--- config.mk ---
export PLATFORM = sky130hd
export DESIGN_NAME = adc_capture
export DESIGN_NICKNAME = d
export VERILOG_FILES = /design/src/rtl/adc_capture_pkg.sv /design/src/rtl/adc_strobe_qual.sv /design/src/rtl/adc_fmt.sv /design/src/rtl/adc_skid.sv /design/src/rtl/adc_oor_cnt.sv /design/src/rtl/adc_capture.sv
export SDC_FILE = /design/constraint.sdc
export NUM_CORES = 1
export LEC_CHECK = 0
export CAP_MARGIN = 0
export CORE_MARGIN = 2
export CORE_UTILIZATION = 45
export DETAILED_ROUTE_END_ITERATION = 7
export PLACE_DENSITY = 0.72
export SYNTH_ARGS = -nofsm -noshare
export SYNTH_HDL_FRONTEND = slang
export SYNTH_SLANG_ARGS = --single-unit
--- constraint.sdc ---
create_clock -name clk_i -period 4.37 [get_ports clk_i]
set_clock_uncertainty 0.05 [all_clocks]
set_input_delay 1.311 -clock clk_i [delete_from_list [all_inputs] [get_ports clk_i]]
set_output_delay 1.311 -clock clk_i [all_outputs]
set_load 0.02 [all_outputs]
--- src/rtl/adc_capture_pkg.sv ---
package adc_capture_pkg;
  typedef enum logic {
    FMT_TWOS   = 1'b0,
    FMT_OFFSET = 1'b1
  } fmt_e;
endpackage

--- src/rtl/adc_strobe_qual.sv ---
module adc_strobe_qual #(
  parameter int LATENCY = 4,
  parameter int SETTLE  = 3
) (
  input  logic clk_i,
  input  logic rst_ni,
  input  logic dav_i,
  input  logic oe_i,
  input  logic cal_busy_i,
  output logic take_o
);
  localparam int DW = $clog2(LATENCY + 2);
  localparam int SW = $clog2(SETTLE + 2);

  logic          dav_q;
  logic [SW-1:0] settle_q;
  logic [DW-1:0] drop_q;
  logic          qual;

  assign qual   = dav_i & ~dav_q & oe_i & ~cal_busy_i & (settle_q == '0);
  assign take_o = qual & (drop_q == '0);

  always_ff @(posedge clk_i or negedge rst_ni) begin
    if (!rst_ni) begin
      dav_q    <= 1'b0;
      settle_q <= SW'(SETTLE);
      drop_q   <= DW'(LATENCY);
    end else begin
      dav_q <= dav_i;
      if (!oe_i) settle_q <= SW'(SETTLE);
      else if (settle_q != '0) settle_q <= settle_q - 1'b1;
      // flush count re-arms on disable or calibration
      if (!oe_i || cal_busy_i) drop_q <= DW'(LATENCY);
      else if (qual && drop_q != '0) drop_q <= drop_q - 1'b1;
    end
  end
endmodule

--- src/rtl/adc_fmt.sv ---
module adc_fmt #(
  parameter int IN_W  = 14,
  parameter int OUT_W = 16
) (
  input  logic             offset_i,
  input  logic [IN_W-1:0]  din_i,
  output logic [OUT_W-1:0] dout_o
);
  localparam int EXT = OUT_W - IN_W;

  logic [IN_W-1:0] flipped;
  assign flipped = {~din_i[IN_W-1], din_i[IN_W-2:0]};

  generate
    if (EXT > 0) begin : g_ext
      always_comb begin
        if (offset_i) dout_o = {{EXT{1'b0}}, flipped};
        else          dout_o = {{EXT{din_i[IN_W-1]}}, din_i};
      end
    end else begin : g_same
      assign dout_o = offset_i ? flipped : din_i;
    end
  endgenerate
endmodule

--- src/rtl/adc_skid.sv ---
module adc_skid #(
  parameter int W = 17
) (
  input  logic         clk_i,
  input  logic         rst_ni,
  input  logic         push_i,
  input  logic [W-1:0] din_i,
  input  logic         ready_i,
  output logic         valid_o,
  output logic [W-1:0] dout_o,
  output logic         lost_o
);
  logic [1:0]   cnt_q;
  logic [W-1:0] head_q, skid_q;
  logic         pop;

  assign valid_o = (cnt_q != 2'd0);
  assign dout_o  = head_q;
  assign pop     = valid_o & ready_i;
  assign lost_o  = push_i & (cnt_q == 2'd2) & ~pop;

  always_ff @(posedge clk_i or negedge rst_ni) begin
    if (!rst_ni) begin
      cnt_q  <= 2'd0;
      head_q <= '0;
      skid_q <= '0;
    end else begin
      unique case (cnt_q)
        2'd0: if (push_i) begin
          head_q <= din_i;
          cnt_q  <= 2'd1;
        end
        2'd1: begin
          if (push_i && pop) head_q <= din_i;
          else if (push_i) begin
            skid_q <= din_i;
            cnt_q  <= 2'd2;
          end else if (pop) cnt_q <= 2'd0;
        end
        default: if (pop) begin
          head_q <= skid_q;
          if (push_i) skid_q <= din_i;
          else        cnt_q  <= 2'd1;
        end
      endcase
    end
  end
endmodule

--- src/rtl/adc_oor_cnt.sv ---
module adc_oor_cnt #(
  parameter int W = 16
) (
  input  logic         clk_i,
  input  logic         rst_ni,
  input  logic         inc_i,
  input  logic         lost_i,
  input  logic         clr_i,
  output logic [W-1:0] cnt_o,
  output logic         ovf_o
);
  always_ff @(posedge clk_i or negedge rst_ni) begin
    if (!rst_ni) begin
      cnt_o <= '0;
      ovf_o <= 1'b0;
    end else if (clr_i) begin
      cnt_o <= '0;
      ovf_o <= 1'b0;
    end else begin
      if (inc_i && cnt_o != '1) cnt_o <= cnt_o + 1'b1;
      if (lost_i) ovf_o <= 1'b1;
    end
  end
endmodule

--- src/rtl/adc_capture.sv ---
module adc_capture
  import adc_capture_pkg::*;
#(
  parameter int DATA_W  = 14,
  parameter int OUT_W   = 16,
  parameter int CNT_W   = 16,
  parameter int LATENCY = 4,
  parameter int SETTLE  = 3
) (
  input  logic              clk_i,
  input  logic              rst_ni,
  input  logic              enable_i,
  input  logic              cal_busy_i,
  input  logic              fmt_i,
  input  logic              clr_i,
  input  logic              dav_i,
  input  logic [DATA_W-1:0] data_i,
  input  logic              oor_i,
  output logic              oe_o,
  output logic              m_valid_o,
  input  logic              m_ready_i,
  output logic [OUT_W-1:0]  m_data_o,
  output logic              m_oor_o,
  output logic [CNT_W-1:0]  oor_count_o,
  output logic              overflow_o
);
  localparam int EW = OUT_W + 1;

  fmt_e             fmt;
  logic             take, lost;
  logic [OUT_W-1:0] fmt_data;
  logic [EW-1:0]    head;

  assign fmt = fmt_e'(fmt_i);

  always_ff @(posedge clk_i or negedge rst_ni) begin
    if (!rst_ni) oe_o <= 1'b0;
    else         oe_o <= enable_i;
  end

  adc_strobe_qual #(.LATENCY(LATENCY), .SETTLE(SETTLE)) u_qual (
    .clk_i, .rst_ni, .dav_i, .oe_i(oe_o), .cal_busy_i, .take_o(take)
  );

  adc_fmt #(.IN_W(DATA_W), .OUT_W(OUT_W)) u_fmt (
    .offset_i(fmt == FMT_OFFSET), .din_i(data_i), .dout_o(fmt_data)
  );

  adc_skid #(.W(EW)) u_skid (
    .clk_i, .rst_ni, .push_i(take), .din_i({oor_i, fmt_data}),
    .ready_i(m_ready_i), .valid_o(m_valid_o), .dout_o(head), .lost_o(lost)
  );

  assign m_oor_o  = head[EW-1];
  assign m_data_o = head[OUT_W-1:0];

  adc_oor_cnt #(.W(CNT_W)) u_cnt (
    .clk_i, .rst_ni, .inc_i(take & oor_i), .lost_i(lost), .clr_i,
    .cnt_o(oor_count_o), .ovf_o(overflow_o)
  );
endmodule

==> results_dict.tcl, run 1 <==
set metrics [dict create \
    finalPower_mw 1.21 \
    tightest_slew_ps 851 \
    yosys-top-cells-area "dfrtp_1, mux2_2, mux2i_1, nor2_1, xnor2_1" \
    crit_fanout 4 \
    peakVddDrop_mv 0.209 \
    initial_core_util_pct 45.7 \
    cp_slowest_cell "clkdlybuf4s50_1" \
    overflow 0 \
    seq_area_frac_synth_pct 51.9 \
    place_congestion 0.819 \
    cts.sinks 59 \
    synth.distinct_cells 39 \
    grt_pass1_wl_um 9480 \
    area_delta_synth_final_pct 28.1 \
    r2r-end "u_cnt.cnt_o[13]" \
    dr.pass1.iters 4 \
    dieArea_um2 6990 \
    viasPerCell 5.08 \
    final_hold_viol_count 0 \
    grt_max_degree 36 \
    setup_tns_ps 0 \
    place_area_um2 3480 \
    r2r_cells 5 \
    die_x_um 83.6 \
    pwr_density_cell_nw_per_um2 331 \
    antenna_found_initial 0 \
    yosysTopAreaCell "dfrtp_1" \
    vias 2031 \
    synthCells 258 \
    cts_root_buf "clkbuf_8" \
    coreArea_um2 6240 \
    drtIter0Drc 77 \
    final.period_utilization_pct 67.7 \
    n_antenna_cell 0 \
    ant_nets 0 \
    postCtsSetupRepairBufs 0 \
    cp.depth 2 \
    setup_slack_ps 1410 \
    htreeDepth 3 \
    die_y_um 83.6 \
    yosysWarningCount 0 \
    reg2reg_from "u_cnt.cnt_o[0]" \
    numCtsBuffers 9 \
    ys.flop_type "dfrtp_1" \
    finalSetupViolations 0 \
    rsz0062_at_grt "no" \
    fin_cells 400 \
    ff2ff_setup_slack_ps 2130 \
    ys_ff_latch 59 \
    p_leak_nw 1.53 \
    postLayoutCellArea_um2 3650 \
    critical_path.top_delay_family "buffers and inverters" \
    drt-total-wl_um 5380 \
    utilization_pct 58.5 \
    cts_tree "built" \
    slowest_delay_ps 570 \
    dp_cells 384 \
    wire_per_inst_um 13.5 \
    drv_slew 0 \
    cp-end-kind "primary output" \
    crit_buf_inv 1 \
    grtUsageTotal_pct 17.0 \
    relSlewSlack_pct 42.9 \
    place_hpwl_um 3700 \
    drc_errors 0 \
    syn-num-nets 287 \
    ios 59 \
    cp-start-kind "flop" \
    clk_latency_ps 330 \
    crit_end "m_valid_o" \
    critPathKind "reg -> out" \
    layout.nets 347 \
    clockBufferDepth 2 \
    num_rows 29 \
    holdWs_ps 443 \
    status "complete, no violations" \
    cp-startpoint "u_skid.cnt_q[0]" \
    synth-async-reset-ratio_pct 100 \
    cts_hold_buffers 0 \
    synth_edf_count 0 \
    drv_cap 0 \
    syn_area_um2 2850 \
    synth_top_cell_area_share_pct 49.1 \
    place_ws_ps 1060 \
    clk_pin_slew_ps 60 \
    crit_required_ps 3010 \
    hp-class "reg -> reg" \
    grt_pass1_vias 2068 \
    cp_cell_sequence "or2_2 -> clkdlybuf4s50_1" \
    cts_resized 0 \
    fmax_mhz 338 \
    synth_area_per_cell_um2 11.1 \
    cp.arrival_ps 1600 \
    period_minus_slack_ps 2960 \
    drive_gt1_share_pct 16.4 \
    port-buffer-count 58 \
]
flip-flops by register name (all words and copies together) (netlist names):
| register | cells |
|---|---|
| u_skid.cnt_q | 2 |
| u_skid.dout_o | 16 |
| u_qual.settle_q | 3 |
| oe_o | 1 |
| u_skid.skid_q | 16 |
| u_qual.drop_q | 3 |
| u_cnt.cnt_o | 16 |
| u_cnt.ovf_o | 1 |
| u_qual.dav_q | 1 |
logic make-up after synthesis:
group / synth area share [%]
adders and majority gates: 2.63
buffers and inverters: 3.38
muxes: 11.9
AOI/OAI and AO/OA: 5.79
xor gates and xnor gates: 5.22
and+or+nand+nor: 19.1
DFF: 51.9
cell usage after synthesis, drive strengths merged (3+ instances only):
master / number
o21ai: 5
a21oi: 21
nor2b: 3
nor4: 5
inv: 8
xnor2: 16
ha: 6
mux2i: 16
nor3: 7
nand4: 6
nand3: 6
dfstp: 3
nand2: 10
dfrtp: 56
nor2: 41
buf: 11
mux2: 16
nand2b: 4
cell type report:
type                            count  area, µm²
Timing Repair Buffer               61        598
Tap cell                           77       96.3
Inverter                            8       30.0
Clock buffer                       13        159
Clock inverter                      3       15.0
Sequential cell                    59       1480
Multi-Input combinational cell    179       1270
Fill cell                         549       2590
cells in the final DEF (no fill, tap or decap), types with 4 or more instances in the layout:
master	netlist	layout
nand3_1	4	4
inv_1	8	8
a21oi_1	21	21
xnor2_1	16	16
mux2_2	16	16
nand4_1	5	5
nand2_1	10	10
nand2b_1	4	4
o21ai_0	5	5
ha_1	6	6
nor2_1	40	40
mux2i_1	16	16
nor3_1	4	4
dfrtp_1	56	56
clkbuf_8	0	11
clkdlybuf4s50_1	0	57
where the power goes:
part	total (mW)	internal (mW)	switching, mW
clock network	0.436	0.234	0.202
logic	0.175	0.0873	0.0879
registers	0.596	0.580	0.0161
per-layer routing:
| metal | wire (µm) | global-route usage [%] |
|---|---|---|
| met5 | 0 | 0 |
| met4 | 74 | 8.36 |
| met3 | 250 | 3.86 |
| met2 | 2420 | 25.7 |
| met1 | 2640 | 23.2 |
worst reg2reg max path, cell delays in order (launching register included):
cell and delay (ps):
dfrtp_1 420, ha_1 210, nand3_2 140, nor4_4 810
nor3_1 220, a31o_2 280
worst min path at each step:
stage	startpoint	to	slack, ps	cells past startpoint
detailed placement	u_cnt.ovf_o	u_cnt.ovf_o	440	2
finish	oe_o	u_qual.settle_q[1]	440	1
floorplan	u_skid.skid_q[13]	u_skid.skid_q[13]	430	2
CTS	u_cnt.ovf_o	u_cnt.ovf_o	450	2
global route	u_skid.skid_q[9]	u_skid.skid_q[9]	470	1
global placement	u_skid.skid_q[5]	u_skid.skid_q[5]	440	1
(Power assumes the default switching activity.)
==> run 2, diff against run 1 <==
- PLACE_DENSITY: 0.72 -> 0.74
- clock period: 4.37 -> 2.5 ns (I/O delays scaled with it)
==> run 2 against run 1 <==
Net effect: combinational power is 78% higher; sequential share of layout area is 1.1 points lower; power is 72% higher; clock-buffer cell count is 3 lower; sequential power is 74% higher; worst hold slack worse by 78 ps; utilization is 1.6 points higher; critical path type unchanged.
==> results_dict.tcl, run 2 (same netlist as run 1, synthesis figures left out) <==
set metrics [dict create \
    status "complete, no violations" \
    die_x_um 83.6 \
    grt_pass1_wl_um 9810 \
    crit_fanout 4 \
    ant_nets 0 \
    drtIter0Drc 68 \
    place_ws_ps -50.0 \
    reg2reg_from "u_qual.drop_q[0]" \
    cts_tree "built" \
    postCtsSetupRepairBufs 0 \
    finalSetupViolations 0 \
    numCtsBuffers 9 \
    dieArea_um2 6990 \
    hp-class "in -> async" \
    die_y_um 83.6 \
    area_delta_synth_final_pct 31.6 \
    overflow 0 \
    grt_max_degree 36 \
    grt_pass1_vias 2133 \
    layout_common_cells "clkdlybuf4s50_1, dfrtp_1, nor2_1" \
    tightest_slew_ps 588 \
    drv_slew 0 \
    holdWs_ps 365 \
    relSlewSlack_pct 60.8 \
    clk_pin_slew_ps 70 \
    final_hold_viol_count 0 \
    period_minus_slack_ps 2380 \
    num_rows 29 \
    setup_slack_ps 118 \
    viasPerCell 5.12 \
    fmax_mhz 420 \
    antenna_found_initial 0 \
    r2r_cells 7 \
    drc_errors 0 \
    p_leak_nw 1.58 \
    grtUsageTotal_pct 17.5 \
    pwr_density_cell_nw_per_um2 553 \
    place_hpwl_um 4090 \
    wire_per_inst_um 14.1 \
    clk_latency_ps 330 \
    n_antenna_cell 0 \
    cts_resized 0 \
    htreeDepth 3 \
    place_congestion 0.752 \
    rsz0062_at_grt "no" \
    clockBufferDepth 2 \
    cp-start-kind "flop" \
    port-buffer-count 58 \
    drive_gt1_share_pct 19.2 \
    final.period_utilization_pct 95.3 \
    initial_core_util_pct 45.7 \
    layout.nets 357 \
    cp.arrival_ps 1580 \
    cts_hold_buffers 0 \
    cts_root_buf "clkbuf_8" \
    drv_cap 0 \
    crit_required_ps 1700 \
    drt-total-wl_um 5790 \
    cp-startpoint "u_skid.cnt_q[0]" \
    vias 2100 \
    critPathKind "reg -> out" \
    cts.sinks 59 \
    final_common_cell "clkdlybuf4s50_1" \
    cp-end-kind "primary output" \
    coreArea_um2 6240 \
    ios 59 \
    dr.pass1.iters 4 \
    peakVddDrop_mv 0.348 \
]
[run 2: cell count changes in the layout (fill, tap and decap cells not counted), sizes merged]
cell | before | now
clkinv | 3 | 5
clkinvlp | 0 | 1
buf | 4 | 14
clkbuf | 13 | 10
[run 2: power breakdown]
part	switching [mW]	total [mW]	internal, mW
Combinational	0.156	0.312	0.156
Clock	0.370	0.720	0.350
Sequential	0.0303	1.04	1.01
[run 2: worst max-delay path, cell delays in order (launching register included)]
cell	delay, ps
dfrtp_1	400
or2_2	310
clkdlybuf4s50_1	550
[run 2: stage by stage]
stage	power, mW	cells	instance area [µm²]	utilization (%)	setup TNS [ps]
global placement	1.37	394	3590	57.6	0
CTS	2.11	410	3750	60.1	0
floorplan	1.21	258	2850	-	0
finish	2.08	410	3750	60.1	0
global route	2.18	410	3750	60.1	0
detailed placement	1.38	394	3590	57.6	-233
[run 2: final timing paths]
| path | endpoint | slack [ps] |
|---|---|---|
| max reg2reg | u_skid.skid_q[3] | 510 |
| max in group asynchronous | u_cnt.cnt_o[15] | 1440 |
| min | u_skid.dout_o[0] | 360 |
| max | m_valid_o | 120 |
| min in group clk_i | u_qual.settle_q[0] | 450 |
| min reg2reg | u_qual.settle_q[0] | 450 |
[run 2: layout make-up]
type	instances	area (µm²)
fillers	528	2490
flip-flops and latches	59	1480
multi-input cells	179	1270
repair buffers	71	711
clock buffers	10	128
well taps	77	96.3
clock inverters	6	32.5
inverters	8	30.0
[run 2: layer usage]
metal	track usage (%)	part of all wire, %	vias to the layer above
met4	6.45	1.5	0
met2	28.4	49	50
met3	5.34	4.3	10
met5	0	0	-
li1	-	-	1022
met1	22.2	45	1018
==> run 3, diff against run 2 <==
- MAX_ROUTING_LAYER: unset -> met4
==> run 3 against run 2 <==
Net effect: cell area stayed put; sequential share of layout area stayed put; combinational power hardly changed; maximum frequency hardly changed; utilization stayed put; largest cell class unchanged.
==> results_dict.tcl, run 3 (same netlist as run 1, synthesis figures left out) <==
set metrics [dict create \
    grtUsageTotal_pct 18.1 \
    p_leak_nw 1.58 \
    viasPerCell 5.15 \
    place_hpwl_um 4090 \
    initial_core_util_pct 45.7 \
    clk_latency_ps 330 \
    drc_errors 0 \
    crit_required_ps 1700 \
    postLayoutCellArea_um2 3750 \
    holdWs_ps 365 \
    met1Wirelength_um 2600 \
    cp-start-kind "flop" \
    port-buffer-count 58 \
    layout.nets 357 \
    cp_cell_sequence "or2_2 -> clkdlybuf4s50_1" \
    drv_cap 0 \
    die_x_um 83.6 \
    drive_gt1_share_pct 19.2 \
    period_minus_slack_ps 2380 \
    crit_fanout 4 \
    tightest_slew_ps 586 \
    cts_hold_buffers 0 \
    ios 59 \
    dieArea_um2 6990 \
    critical_path.top_delay_family "buffers and inverters" \
    relSlewSlack_pct 61.0 \
    pwr_density_cell_nw_per_um2 552 \
    cts.sinks 59 \
    status "complete, no violations" \
    final_common_cell "clkdlybuf4s50_1" \
    cp.arrival_ps 1580 \
    nFillCells 528 \
    cts_resized 0 \
    wl_met3_um 238 \
    clockBufferDepth 2 \
    drtIter0Drc 51 \
    overflow 0 \
    die_y_um 83.6 \
    rsz0062_at_grt "no" \
    cp-end-kind "primary output" \
    grt_max_degree 36 \
    htreeDepth 3 \
    n_antenna_cell 0 \
    cts_tree "built" \
    fin_cells 410 \
    utilization_pct 60.1 \
    grt_pass1_vias 2142 \
    ant_nets 0 \
    slowest_delay_ps 550 \
    antenna_found_initial 0 \
    setup_slack_ps 117 \
    area_delta_synth_final_pct 31.6 \
    place_ws_ps -50.0 \
    top_layer_used "met4" \
    cp_slowest_cell "clkdlybuf4s50_1" \
    drt-total-wl_um 5760 \
    final_hold_viol_count 0 \
    drv_slew 0 \
    vias 2110 \
    critPathKind "reg -> out" \
    num_rows 29 \
    wire_per_inst_um 14.0 \
    finalSetupViolations 0 \
    hp-class "in -> async" \
    final.period_utilization_pct 95.3 \
    setup_tns_ps 0 \
    dr.pass1.iters 4 \
    crit_buf_inv 1 \
    place_area_um2 3590 \
    fmax_mhz 420 \
    place_congestion 0.762 \
    coreArea_um2 6240 \
    finalPower_mw 2.07 \
    grt_pass1_wl_um 9800 \
    dr_wl_met2_um 2820 \
    layout_common_cells "clkdlybuf4s50_1, dfrtp_1, nor2_1" \
    peakVddDrop_mv 0.346 \
    dp_cells 394 \
    clk_pin_slew_ps 60 \
    postCtsSetupRepairBufs 0 \
    cts_root_buf "clkbuf_8" \
    numCtsBuffers 9 \
]
## run 3: cell counts in the layout (fill, tap and decap cells not counted)
No cell type changed its count.
## run 3: final timing paths
| kind | startpoint | end | slack [ps] | cells past startpoint |
|---|---|---|---|---|
| worst max-delay path | u_skid.cnt_q[0] | m_valid_o | 120 | 2 |
| worst min-delay path | rst_ni | u_skid.dout_o[0] | 370 | 1 |
| worst max register to register | u_qual.drop_q[0] | u_skid.skid_q[0] | 510 | 7 |
| worst min register to register | oe_o | u_qual.settle_q[0] | 450 | 1 |
| max in group asynchronous | rst_ni | u_cnt.cnt_o[10] | 1440 | 2 |
| min in group clk_i | oe_o | u_qual.settle_q[0] | 450 | 1 |
## run 3: per-layer routing
metal | vias up | GRT usage [%]
met2 | 48 | 28.5
met1 | 1031 | 22.4
met3 | 10 | 3.96
met4 | 0 | 8.21
met5 | - | -
li1 | 1021 | -
## run 3: final cells by class
cell class / instances / area [µm²] / area share (%)
Clock buffer: 10 / 128 / 3.40
Clock inverter: 6 / 32.5 / 0.867
Inverter: 8 / 30.0 / 0.800
Multi-Input combinational cell: 179 / 1270 / 34.0
Sequential cell: 59 / 1480 / 39.4
Tap cell: 77 / 96.3 / 2.57
Timing Repair Buffer: 71 / 711 / 18.9
## run 3: report_power, final
group          internal [mW]  switching, mW  leakage (nW)
Combinational          0.156          0.156         0.723
Clock                  0.350          0.367        0.0856
Sequential              1.01         0.0305         0.768
Total                   1.52          0.554          1.58
